<file path="config.mk">
export PLATFORM = sky130hd
export DESIGN_NAME = tape_loader
export DESIGN_NICKNAME = d
export VERILOG_FILES = /design/src/rtl/tape_pkg.sv /design/src/rtl/tape_char_class.sv /design/src/rtl/tape_sum_acc.sv /design/src/rtl/tape_addr_gen.sv /design/src/rtl/tape_loader.sv
export SDC_FILE = /design/constraint.sdc
export NUM_CORES = 1
export LEC_CHECK = 0
export CORE_MARGIN = 4
export CORE_UTILIZATION = 25
export CTS_CLUSTER_DIAMETER = 150
export DETAILED_ROUTE_END_ITERATION = 12
export SYNTH_ARGS = -nofsm -noshare
export SYNTH_HDL_FRONTEND = slang
export SYNTH_SLANG_ARGS = --single-unit
</file>
<file path="constraint.sdc">
create_clock -name clk -period 3.1 [get_ports clk]
set_input_delay 0.62 -clock clk [delete_from_list [all_inputs] [get_ports clk]]
set_output_delay 0.62 -clock clk [all_outputs]
set_load 0.01 [all_outputs]
</file>
<file path="src/rtl/tape_pkg.sv">
package tape_pkg;
    typedef enum logic [2:0] {
        S_LEAD   = 3'd0,
        S_LOWCH  = 3'd1,
        S_HIGHCH = 3'd2,
        S_END    = 3'd3,
        S_HALT   = 3'd4
    } ld_state_e;

    localparam int TP_CHAR_W  = 8;
    localparam int TP_WORD_W  = 12;
    localparam int TP_FIELD_W = 3;
    localparam int TP_FLD_LSB = 3;
endpackage

</file>
<file path="src/rtl/tape_char_class.sv">
module tape_char_class #(
    parameter int CHAR_W  = 8,
    parameter int FIELD_W = 3,
    parameter int FLD_LSB = 3
) (
    input  logic [CHAR_W-1:0]  ch,
    input  logic               blk,
    output logic               is_rub,
    output logic               is_fld,
    output logic               is_lead,
    output logic               is_stop,
    output logic [FIELD_W-1:0] fld_num
);
    localparam logic [CHAR_W-1:0] TOP  = {1'b1, {(CHAR_W-1){1'b0}}};
    localparam logic [CHAR_W-1:0] ONES = '1;

    always_comb begin
        fld_num = ch[FLD_LSB +: FIELD_W];
        if (blk) begin
            is_rub  = (ch == ONES);
            is_fld  = (ch > TOP) && (ch != ONES);
            is_lead = (ch == '0) || (ch == TOP);
            is_stop = (ch == TOP);
        end else begin
            is_rub  = 1'b0;
            is_fld  = 1'b0;
            is_lead = (ch == '0) || (ch >= TOP);
            is_stop = (ch >= TOP);
        end
    end

    // a character falls into at most one skip class
    always_comb begin
        a_r5_class_exclusive: assert ($onehot0({is_rub, is_fld, is_lead}));
    end
endmodule

</file>
<file path="src/rtl/tape_sum_acc.sv">
module tape_sum_acc #(
    parameter int WORD_W = 12,
    parameter int CHAR_W = 8
) (
    input  logic              clk,
    input  logic              rst_n,
    input  logic              clr,
    input  logic              add,
    input  logic [CHAR_W-1:0] a,
    input  logic [CHAR_W-1:0] b,
    output logic [WORD_W-1:0] sum
);
    always_ff @(posedge clk or negedge rst_n) begin
        if (!rst_n)
            sum <= '0;
        else if (clr)
            sum <= '0;
        else if (add)
            sum <= sum + WORD_W'(a) + WORD_W'(b);
    end
endmodule

</file>
<file path="src/rtl/tape_addr_gen.sv">
module tape_addr_gen #(
    parameter int WORD_W  = 12,
    parameter int FIELD_W = 3
) (
    input  logic               clk,
    input  logic               rst_n,
    input  logic               clr,
    input  logic               org_load,
    input  logic [WORD_W-1:0]  org_val,
    input  logic               org_inc,
    input  logic               fld_set,
    input  logic [FIELD_W-1:0] fld_val,
    input  logic               fld_commit,
    output logic [WORD_W-1:0]  origin,
    output logic [FIELD_W-1:0] field
);
    logic [FIELD_W-1:0] fld_pend;

    always_ff @(posedge clk or negedge rst_n) begin
        if (!rst_n) begin
            origin   <= '0;
            field    <= '0;
            fld_pend <= '0;
        end else if (clr) begin
            origin   <= '0;
            field    <= '0;
            fld_pend <= '0;
        end else begin
            if (org_load)
                origin <= org_val;
            else if (org_inc)
                origin <= origin + 1'b1;
            if (fld_set)
                fld_pend <= fld_val;
            if (fld_commit)
                field <= fld_pend;
        end
    end
endmodule

</file>
<file path="src/rtl/tape_loader.sv">
module tape_loader
    import tape_pkg::*;
#(
    parameter int WORD_W  = TP_WORD_W,
    parameter int FIELD_W = TP_FIELD_W,
    parameter int CHAR_W  = TP_CHAR_W
) (
    input  logic                       clk,
    input  logic                       rst_n,
    input  logic                       start,
    input  logic                       fmt_sel,
    input  logic [FIELD_W+WORD_W:0]    mem_size,
    input  logic                       byte_valid,
    input  logic [CHAR_W-1:0]          byte_data,
    output logic                       byte_ready,
    input  logic                       stream_end,
    output logic                       mem_we,
    output logic [FIELD_W+WORD_W-1:0]  mem_addr,
    output logic [WORD_W-1:0]          mem_wdata,
    output logic                       done,
    output logic                       csum_err,
    output logic                       addr_err,
    output logic                       fmt_err
);
    localparam int ADDR_W  = FIELD_W + WORD_W;
    localparam int FRAME_W = WORD_W / 2;

    ld_state_e state_q, state_d;

    logic              blk, accept, running;
    logic              cls_rub, cls_fld, cls_lead, cls_stop;
    logic [FIELD_W-1:0] fld_num;
    logic [CHAR_W-1:0] hi_q, lo_q;
    logic              skip_q;
    logic [WORD_W-1:0] word_blk, word_ad, org_val, sum, origin;
    logic [FIELD_W-1:0] field;
    logic [ADDR_W-1:0] blk_addr;
    logic              hi_org, oob;
    logic take_hi, take_lo, set_skip, clr_skip, fld_set, fld_commit;
    logic sum_add, org_load, org_inc, wr_blk, wr_ad;
    logic set_done, set_csum, set_addr, set_fmt;

    assign blk        = !fmt_sel;
    assign byte_ready = !mem_we;
    assign accept     = byte_valid && byte_ready;
    assign running    = (state_q == S_LEAD) || (state_q == S_LOWCH) || (state_q == S_HIGHCH);
    assign word_blk   = {hi_q[FRAME_W-1:0], lo_q[FRAME_W-1:0]};
    assign word_ad    = {hi_q[FRAME_W-1:0], byte_data[FRAME_W-1:0]};
    assign hi_org     = hi_q[FRAME_W];
    assign blk_addr   = {field, origin};
    assign oob        = ({1'b0, blk_addr} >= mem_size);

    tape_char_class #(.CHAR_W(CHAR_W), .FIELD_W(FIELD_W), .FLD_LSB(TP_FLD_LSB)) u_class (
        .ch(byte_data), .blk(blk), .is_rub(cls_rub), .is_fld(cls_fld),
        .is_lead(cls_lead), .is_stop(cls_stop), .fld_num(fld_num)
    );

    tape_sum_acc #(.WORD_W(WORD_W), .CHAR_W(CHAR_W)) u_sum (
        .clk(clk), .rst_n(rst_n), .clr(start), .add(sum_add),
        .a(hi_q), .b(lo_q), .sum(sum)
    );

    tape_addr_gen #(.WORD_W(WORD_W), .FIELD_W(FIELD_W)) u_addr (
        .clk(clk), .rst_n(rst_n), .clr(start),
        .org_load(org_load), .org_val(org_val), .org_inc(org_inc),
        .fld_set(fld_set), .fld_val(fld_num), .fld_commit(fld_commit),
        .origin(origin), .field(field)
    );

    // next-state and control strobes
    always_comb begin
        state_d    = state_q;
        take_hi    = 1'b0;  take_lo  = 1'b0;
        set_skip   = 1'b0;  clr_skip = 1'b0;
        fld_set    = 1'b0;  fld_commit = 1'b0;
        sum_add    = 1'b0;  org_load = 1'b0;  org_inc = 1'b0;
        wr_blk     = 1'b0;  wr_ad    = 1'b0;
        set_done   = 1'b0;  set_csum = 1'b0;
        set_addr   = 1'b0;  set_fmt  = 1'b0;
        org_val    = word_blk;
        if (stream_end && running) begin
            set_fmt = 1'b1;
            state_d = S_HALT;
        end else if (accept && running) begin
            if (blk && skip_q) begin
                clr_skip = 1'b1;
            end else if (blk && cls_rub) begin
                set_skip = 1'b1;
            end else if (blk && cls_fld) begin
                fld_set = 1'b1;
            end else begin
                unique case (state_q)
                    S_LEAD: begin
                        if (!cls_lead) begin
                            take_hi = 1'b1;
                            state_d = S_LOWCH;
                        end
                    end
                    S_LOWCH: begin
                        take_lo = 1'b1;
                        state_d = S_HIGHCH;
                        if (!blk) begin
                            if (hi_org) begin
                                org_load = 1'b1;
                                org_val  = word_ad;
                            end else begin
                                wr_ad = 1'b1;
                            end
                        end
                    end
                    S_HIGHCH: begin
                        if (cls_stop) begin
                            set_done = 1'b1;
                            state_d  = S_END;
                            if (blk && (sum != word_blk))
                                set_csum = 1'b1;
                        end else if (!blk) begin
                            take_hi = 1'b1;
                            state_d = S_LOWCH;
                        end else begin
                            sum_add    = 1'b1;
                            fld_commit = 1'b1;
                            take_hi    = 1'b1;
                            state_d    = S_LOWCH;
                            if (hi_org) begin
                                org_load = 1'b1;
                            end else if (oob) begin
                                set_addr = 1'b1;
                                state_d  = S_HALT;
                            end else begin
                                wr_blk  = 1'b1;
                                org_inc = 1'b1;
                            end
                        end
                    end
                    S_END, S_HALT: ;
                endcase
            end
        end
    end

    // state register
    always_ff @(posedge clk or negedge rst_n) begin
        if (!rst_n)
            state_q <= S_LEAD;
        else if (start)
            state_q <= S_LEAD;
        else
            state_q <= state_d;
    end

    // outputs and character registers
    always_ff @(posedge clk or negedge rst_n) begin
        if (!rst_n) begin
            hi_q <= '0; lo_q <= '0; skip_q <= 1'b0;
            mem_we <= 1'b0; mem_addr <= '0; mem_wdata <= '0;
            done <= 1'b0; csum_err <= 1'b0; addr_err <= 1'b0; fmt_err <= 1'b0;
        end else if (start) begin
            hi_q <= '0; lo_q <= '0; skip_q <= 1'b0;
            mem_we <= 1'b0;
            done <= 1'b0; csum_err <= 1'b0; addr_err <= 1'b0; fmt_err <= 1'b0;
        end else begin
            mem_we <= wr_blk || wr_ad;
            if (wr_blk) begin
                mem_addr  <= blk_addr;
                mem_wdata <= word_blk;
            end else if (wr_ad) begin
                mem_addr  <= {{FIELD_W{1'b0}}, origin};
                mem_wdata <= word_ad;
            end
            if (take_hi)  hi_q   <= byte_data;
            if (take_lo)  lo_q   <= byte_data;
            if (set_skip) skip_q <= 1'b1;
            if (clr_skip) skip_q <= 1'b0;
            if (set_done) done     <= 1'b1;
            if (set_csum) csum_err <= 1'b1;
            if (set_addr) addr_err <= 1'b1;
            if (set_fmt)  fmt_err  <= 1'b1;
        end
    end

    a_r12_write_gap: assert property (@(posedge clk) disable iff (!rst_n)
        mem_we |=> !mem_we);
    a_r8_write_in_range: assert property (@(posedge clk) disable iff (!rst_n)
        (mem_we && !fmt_sel) |-> ({1'b0, mem_addr} < mem_size));
    a_r9_field_zero: assert property (@(posedge clk) disable iff (!rst_n)
        (mem_we && fmt_sel) |-> (mem_addr[ADDR_W-1:WORD_W] == '0));
    a_r11_done_sticky: assert property (@(posedge clk) disable iff (!rst_n)
        (done && !start) |=> done);
    a_r11_err_sticky: assert property (@(posedge clk) disable iff (!rst_n)
        ((addr_err || fmt_err || csum_err) && !start) |=> (addr_err || fmt_err || csum_err));
    a_r13_no_write_after_stop: assert property (@(posedge clk) disable iff (!rst_n)
        (done || addr_err || fmt_err) |-> !mem_we);
    a_r7_csum_implies_done: assert property (@(posedge clk) disable iff (!rst_n)
        csum_err |-> done);
endmodule

</file>
Word-level counts from Yosys, hierarchy flattened --
Index checks and enable logic that the tools add are counted.
Storage, ports and cells: register bits after elaboration 82, latch bits 0, RAM bits 0, memory bits (read-only) 0, input port bits 30, logic and storage cells 205, memories kept 0
Cells by class: add/sub/neg operators 3, $mul 0, div/mod/pow operators 0, $lt $le $gt $ge 3, eq/ne operators 10, shifts and indexed selects 0, multiplexer cells 141, bitwise operators 1, reductions and logical operators 32
Operators with widths (count):
- $mux W1 | 102
- $mux W12 | 7
- $mux W6 | 8
- $mux W3 | 15
- $mux W8 | 4
- $mux W15 | 2
- $add A12 B8 Y12 | 2
- $reduce_bool A2 Y1 | 9
- $eq A8 B8 Y1 const B | 2
- $ge A15 B16 Y1 | 1
- $add A12 B1 Y12 const B | 1
- $ne A12 B12 Y1 | 1
- $ne A3 B3 Y1 const B | 3
- $pmux W3 S3 | 1
- $reduce_bool A3 Y1 | 3
- $ge A8 B8 Y1 const B | 1
- $gt A8 B8 Y1 const B | 1
- $logic_and A1 B1 Y1 | 8
- $logic_not A8 Y1 | 1
- $ne A8 B8 Y1 const B | 1
- $reduce_and A6 Y1 | 1
- $logic_or A1 B1 Y1 | 5
- $reduce_bool A5 Y1 | 1
- $ne A4 B3 Y1 const B | 1
- other kinds (7) | 9

Longest topological paths before layout --
Gate-level depths: netlist of run 1.
depth after elaboration 14, gate-level depth with buffers 11, gate-level depth less buffers 10

Modules after synthesis --
A second synthesis of run 1 with hierarchy kept.
Second synthesis, totals: cell total of the unflattened synthesis 486, area total of the unflattened synthesis 5086.1 µm²
By module, submodules not included:
- tape_loader | times used 1, cells an instance 269, area an instance 2960.3 µm², sequential area each 1301.2 µm²
- tape_addr_gen | times used 1, cells an instance 106, area an instance 1028.5 µm², sequential area each 450.4 µm²
- tape_sum_acc | times used 1, cells an instance 97, area an instance 1007.2 µm², sequential area each 300.3 µm²
- tape_char_class | times used 1, cells an instance 14, area an instance 90.1 µm², sequential area each 0.0 µm²

Worst setup path after synthesis of run 1 --
No wires, ideal clock.
kind input -> register, start in fmt_sel, end reg mem_addr[10], library setup time 127 ps, arrival time 2866 ps, data required time 2973 ps, slack 106 ps, cell stages on the path 10, path buffers 3, cells stage by stage clkbuf_1 -> or4b_1 -> a31oi_1 -> and2b_2 -> nand2_4 -> or3_1 -> buf_2 -> nand2_4 -> buf_6 -> mux2_1
On the way: longest elaborated chain between the ends 10, elaborated cells on any way between the ends 25
Ends and longest elaborated chain:
- start, declared | line tape_loader.sv:11 | input logic fmt_sel,
- $mux W1, on equally long branches | line tape_loader.sv:117, tape_char_class.sv:19
- $mux W1 | line tape_loader.sv:112 | if (cls_stop) begin
- $mux W1 | line tape_loader.sv:92 | unique case (state_q)
- $mux W1 | line tape_loader.sv:89 | end else if (blk && cls_fld) begin
- $mux W1 | line tape_loader.sv:87 | end else if (blk && cls_rub) begin
- $mux W1 | line tape_loader.sv:85 | if (blk && skip_q) begin
- $mux W1 | line tape_loader.sv:84 | end else if (accept && running) begin
- $mux W1 | line tape_loader.sv:81 | if (stream_end && running) begin
- $reduce_bool A2 Y1 (no line)
- $reduce_and A2 Y1 (no line)
- end signal, assigned | line tape_loader.sv:165 | mem_addr <= blk_addr;
- end signal, assigned | line tape_loader.sv:168 | mem_addr <= {{FIELD_W{1'b0}}, origin};
- end, declared | line tape_loader.sv:18 | output logic [FIELD_W+WORD_W-1:0] mem_addr,
Parallel ways exist; a longest one is shown, timed or not. A chain may end at the register's enable or synchronous reset.

Final worst setup path of run 1 --
start in mem_size[9], end reg mem_wdata[11]
On the way: longest elaborated chain between the ends 13, elaborated cells on any way between the ends 14
Ends and longest elaborated chain:
- start, declared | line tape_loader.sv:12 | input logic [FIELD_W+WORD_W:0] mem_size,
- $ge A15 B16 Y1 * | line tape_loader.sv:51 | assign oob = ({1'b0, blk_addr} >= mem_size);
- $mux W1 * | line tape_loader.sv:127 | end else if (oob) begin
- $mux W1 * | line tape_loader.sv:125 | if (hi_org) begin
- $mux W1 * | line tape_loader.sv:117 | end else if (!blk) begin
- $mux W1 * | line tape_loader.sv:112
- $mux W1 * | line tape_loader.sv:92
- $mux W1 * | line tape_loader.sv:89
- $mux W1 * | line tape_loader.sv:87
- $mux W1 * | line tape_loader.sv:85
- $mux W1 * | line tape_loader.sv:84
- $mux W1 * | line tape_loader.sv:81
- $reduce_bool A2 Y1 (no line)
- $reduce_and A2 Y1 (no line)
- end signal, assigned | line tape_loader.sv:166 | mem_wdata <= word_blk;
- end signal, assigned | line tape_loader.sv:169 | mem_wdata <= word_ad;
- end, declared | line tape_loader.sv:19 | output logic [WORD_W-1:0] mem_wdata,
Every way passes the cells marked *; elsewhere a longest branch is shown, timed or not.

==> impl_metrics.toml, run 1 <==
[detailed_routing]
finalWirelength_mm = 13.6
drt_pass1_iterations = 4
detail_route.iter0.violations = 180
drc = 0
vias_per_cell = 4.79
drtAntennaViolNets = 0
routedWlPerCell_um = 16.3
num_vias = 3988

[clock_tree]
clockBufferDepth = 2
cts-root-buf = "clkbuf_16"
clkTransAtPathRegs_ps = 60
cts_setup_buffers = 0
cts_max_level = 3
postCtsHoldBufs = 0
cts_sinks = 82
cts_buffers = 9
insertion_delay_ps = 340
cts_tree = "built"

[sta]
hold_viol = 0
min_period_over_period_pct = 93.7
tightest_slew_ps = 1100
max_freq_mhz = 344
finalCriticalPeriod_ps = 2910
slew_violations = 0
setup_viol = 0
slew_headroom_pct = 26.8
hold_slack_ps = 472
clock_skew_ps = 5.55

[pwr]
power.total_w = 0.00250
peakVddDrop_mv = 0.234
p_leak_nw = 2.89
power.density_nw_per_um2 = 393

[yosys]
synth_ff_type = "dfrtp_1"
synth_cell_types = 61
ys_ff_latch = 82
synth_area_leaders = "dfrtp_1, ha_1, xnor2_1, nor2_1, fa_1"
synth_cells = 470
seq_area_frac_synth_pct = 42.4
netlist_area_sq_um = 4830
synth_edf_count = 0
yosysTopAreaCell = "dfrtp_1"
synth_nets = 533
synth_common_cells = "dfrtp_1, nor2_1, inv_1, xnor2_1, ha_1"
synthArstFlopShare_pct = 100
synth_most_common_cell = "dfrtp_1"
ys_warn_count = 0
synth_top_area_share_pct = 42.4
avgSynthCellArea_sq_um = 10.3

[placed_design]
port_buffers = 62
placed_cell_area_sq_um = 6030
dp_hpwl_mm = 10.1
gp_congestion = 0.868

[critical_path]
r2r_start = "lo_q[2]$_DFFE_PN0P_"
crit_start = "mem_size[9]"
critPathLaunchType = "input pin"
worstPathArrival_ps = 3130
critPathKind = "input pin to flop"
worstPathRequired_ps = 3320
r2r_slack_ps = 270
critical_path.endpoint_type = "flop"
cp_max_fo = 11

[floorplan]
start_util_pct = 25.6
design.core.area_sq_um = 18900
ios = 63
row_count = 50
die_h_um = 147
die_area_sq_um = 21600
die_w_um = 147

[grt]
grt_max_degree = 83
grt_first_pass_wirelength_mm = 22.3
overflow = 0
use_met3_pct = 1.26
use_met2_pct = 22.0
gr-max-usage-layer = "met2"
grt_pass1_vias = 4117
grt_use_total_pct = 12.7
gr-usage-met1_pct = 16.5
antenna_found_initial = 0

[final_layout]
area_growth_pct = 31.8
nNetsFinal = 631
antenna_cells = 0
nFillCells = 1900
final_util_pct = 33.7
final_area_sq_um = 6370
drive_above_1_share_pct = 14.3

[outcome]
status = "completed"

[job]
maxCapViolations = 0

[hold_path]
hp-class = "input pin to asynchronous set/reset pin"
[cell type report]
type / instances / area (sq um) / share of cell area (%)
clock buffer: 9 / 225 / 3.53
sequential: 82 / 2050 / 32.2
timing repair buffer: 106 / 973 / 15.3
inverter: 28 / 105 / 1.65
tap: 260 / 325 / 5.11
clock inverter: 7 / 93.8 / 1.47
multi-input combinational: 341 / 2600 / 40.8
[state kept, by name, indices dropped and copies added, names as in the netlist]
name             cells
hi_q                 8
done                 1
u_addr.field         3
mem_wdata           12
skip_q               1
mem_addr            15
state_q              3
fmt_err              1
u_sum.sum           12
mem_we               1
lo_q                 8
csum_err             1
addr_err             1
u_addr.fld_pend      3
u_addr.origin       12
[routing by layer]
metal / wire [um] / up-vias
met3: 470 / 21
met1: 6050 / 1965
li1: - / 1904
met4: 305 / 0
met2: 6790 / 98
met5: 0 / -
[report_power, final]
group	internal [W]	switching (W)	leakage, nW
combinational	0.000121	0.000119	1.60
sequential	0.00109	0.0000230	1.14
clock	0.000704	0.000445	0.151
total	0.00192	0.000587	2.89
[through the flow]
stage          worst slack [ps]  TNS (ps)  std cells
3_5_place_dp               -256     -6170        816
3_3_place_gp               -166     -3300        816
5_1_grt                   -27.5     -36.3        833
6_report                    195         0        833
4_1_cts                     115         0        832
2_1_floorplan               106         0        470
[cells in the final DEF, fill, tap and decap left out, types with 11 or more instances in the layout]
cell,count
a211oi_1,19
mux2_1,13
dfrtp_1,82
mux2i_1,17
buf_4,43
nand3_1,11
a21oi_1,22
xnor2_1,26
nor2_1,49
inv_1,28
clkdlybuf4s50_1,61
ha_1,24
nand2_1,21
[cells by family (layout without fill, tap and decap cells)]
family / after synthesis / in the layout / synth area share (%)
AO/OA/AOI/OAI: 107 / 107 / 15.7
XOR/XNOR: 27 / 27 / 4.89
adder cells (fa/ha/maj): 33 / 33 / 9.94
buffers and inverters: 48 / 150 / 4.35
flip-flops: 82 / 82 / 42.4
multiplexers: 35 / 35 / 7.71
AND/OR/NAND/NOR: 138 / 139 / 15.0
[what timing repair did]
action,in CTS,in global routing
hold endpoints to repair,0,0
resized for setup,0,2
setup endpoints to repair,0,18
[worst max-delay path, stage by stage]
cell and delay, ps:
clkdlybuf4s50_1 460, inv_1 40, ha_1 300, a211oi_1 320, o21ai_0 160, a21oi_1 140, a31oi_1 70, or3_4 450
nand2_4 210, mux2_2 360
[worst paths after layout]
kind / cells past startpoint / to
hold reg to reg: 1 / mem_addr[5]$_DFFE_PN0P_
hold / removal: 1 / mem_addr[4]$_DFFE_PN0P_
min in group clk: 1 / mem_addr[5]$_DFFE_PN0P_
setup / recovery: 10 / mem_wdata[11]$_DFFE_PN0P_
setup reg to reg: 9 / u_sum.sum[8]$_DFFE_PN0P_
max in group asynchronous: 1 / u_addr.origin[3]$_DFFE_PN0P_
(Power assumes the default switching activity.)
==> run 2, diff against run 1 <==
Settings changed: CTS_BUF_LIST set to sky130_fd_sc_hd__clkbuf_8.
==> run 2 against run 1 <==
Sequential cell count stayed put. Die area stayed put. First-iteration DRC count is 0.56% higher. Power is 11% lower. Highest routed layer unchanged. Clock skew hardly changed. Register-to-register slack hardly changed.
==> impl_metrics.toml, run 2 (synthesis results as in run 1) <==
[pwr]
power.density_nw_per_um2 = 354
p_leak_nw = 2.84
peakVddDrop_mv = 0.208

[detailed_routing]
num_vias = 3993
routedWlPerCell_um = 16.2
drt_pass1_iterations = 5
finalWirelength_mm = 13.5
detail_route.iter0.violations = 181
drtAntennaViolNets = 0
drc = 0
vias_per_cell = 4.79

[job]
maxCapViolations = 0

[clock_tree]
cts_tree = "built"
postCtsHoldBufs = 0
clkTransAtPathRegs_ps = 80
insertion_delay_ps = 360
cts_sinks = 82
clockBufferDepth = 2
cts-root-buf = "clkbuf_8"
cts_buffers = 9
cts_max_level = 3

[sta]
clock_skew_ps = 5.74
tightest_slew_ps = 1080
max_freq_mhz = 348
setup_viol = 0
rsz0062_at_grt = "no"
fin_tns_setup_ps = 0
hold_viol = 0
finalCriticalPeriod_ps = 2880
slew_headroom_pct = 27.9
min_period_over_period_pct = 92.8
slew_violations = 0

[critical_path]
r2r_cells = 9
cp_max_fo = 18
worst_path_max_delay_cell = "clkdlybuf4s50_1"
critical_path_buf_inv_count = 3
crit_start = "byte_data[3]"
r2r_end = "u_sum.sum[8]$_DFFE_PN0P_"
critPathKind = "input pin to flop"
cpPeakStageDelay_ps = 520
r2r_slack_ps = 260
path_delay_family = "buffers and inverters"
worstPathArrival_ps = 3110
critPathLaunchType = "input pin"
critical_path.endpoint_type = "flop"
worstPathRequired_ps = 3330
worstPathCellList = "clkdlybuf4s50_1 -> nor4_1 -> a21oi_1 -> a211oi_4 -> buf_4 -> o211ai_1 -> buf_4 -> a211oi_1 -> a211oi_1"
r2r_start = "lo_q[2]$_DFFE_PN0P_"

[final_layout]
regMostFlops = "mem_addr"
largest_register_ff_count = 15
mostFrequentLayoutCell = "dfrtp_1"
area_growth_pct = 29.7
nNetsFinal = 631
drive_above_1_share_pct = 14.3
antenna_cells = 0
fin_cells = 833
final_util_pct = 33.2
layout_common_cells = "dfrtp_1, clkdlybuf4s50_1, nor2_1, buf_4, inv_1"

[floorplan]
die_area_sq_um = 21600
row_count = 50
die_h_um = 147
ios = 63
start_util_pct = 25.6
design.core.area_sq_um = 18900
die_w_um = 147

[grt]
grt_use_total_pct = 12.6
grt_pass1_vias = 4120
grt_max_degree = 83
overflow = 0
antenna_found_initial = 0
grt_first_pass_wirelength_mm = 22.1

[outcome]
status = "completed"

[placed_design]
dpl.cell_count = 816
port_buffers = 62
dp_hpwl_mm = 10.1
gp_congestion = 0.868

[hold_path]
hp-class = "input pin to asynchronous set/reset pin"
## run 2: how the worst max path moves through the flow
stage,endpoint,slack [ps],cells after the start
after floorplan,mem_addr[10]$_DFFE_PN0P_,110,10
after global placement,mem_wdata[9]$_DFFE_PN0P_,-170,11
after detailed placement,mem_wdata[11]$_DFFE_PN0P_,-260,11
after CTS,mem_wdata[6]$_DFFE_PN0P_,140,11
after global routing,u_addr.origin[9]$_DFFE_PN0P_,4,13
final,u_addr.origin[4]$_DFFE_PN0P_,220,9
## run 2: through the flow
stage | hold slack, ps | power [W] | area [sq um] | worst slack [ps]
floorplan | 324 | 0.00122 | 4830 | 106
global placement | 469 | 0.00137 | 6030 | -166
detailed placement | 474 | 0.00138 | 6030 | -256
CTS | 488 | 0.00224 | 6250 | 145
global route | 499 | 0.00231 | 6270 | 4.23
finish | 444 | 0.00222 | 6270 | 223
## run 2: timing repair
item                       in CTS  in global routing
hold endpoints to repair        0                  0
gates resized for setup         0                  2
setup endpoints to repair       0                 18
buffers inserted                0                  0
## run 2: area by class of cell
cell class              count  area [sq um]
multi-input cells         341          2600
flip-flops and latches     82          2050
clock buffers               9           124
clock inverters             7          93.8
well taps                 260           325
fillers                  1921         12600
repair buffers            106           973
inverters                  28           105
## run 2: worst register-to-register path, delay by kind of cell (launching register included)
kind	cells	cell delay [ps]
compound gates	4	770
xor+xnor	1	110
simple gates	2	520
fa+ha+maj	2	860
flops	1	470
## run 2: layer usage
layer / global-route usage [%] / vias to the layer above / part of all wire, % / routed length (um)
li1: - / 1897 / - / -
met5: 0 / - / 0 / 0
met4: 4.52 / 0 / 1.9 / 260
met2: 21.9 / 119 / 50 / 6760
met3: 1.17 / 15 / 3.6 / 489
met1: 16.4 / 1962 / 44 / 6020
## run 2: report_power, final
part	total [W]	internal, W	switching, W
combinational	0.000241	0.000121	0.000119
clock	0.000866	0.000452	0.000414
sequential	0.00111	0.00109	0.0000226
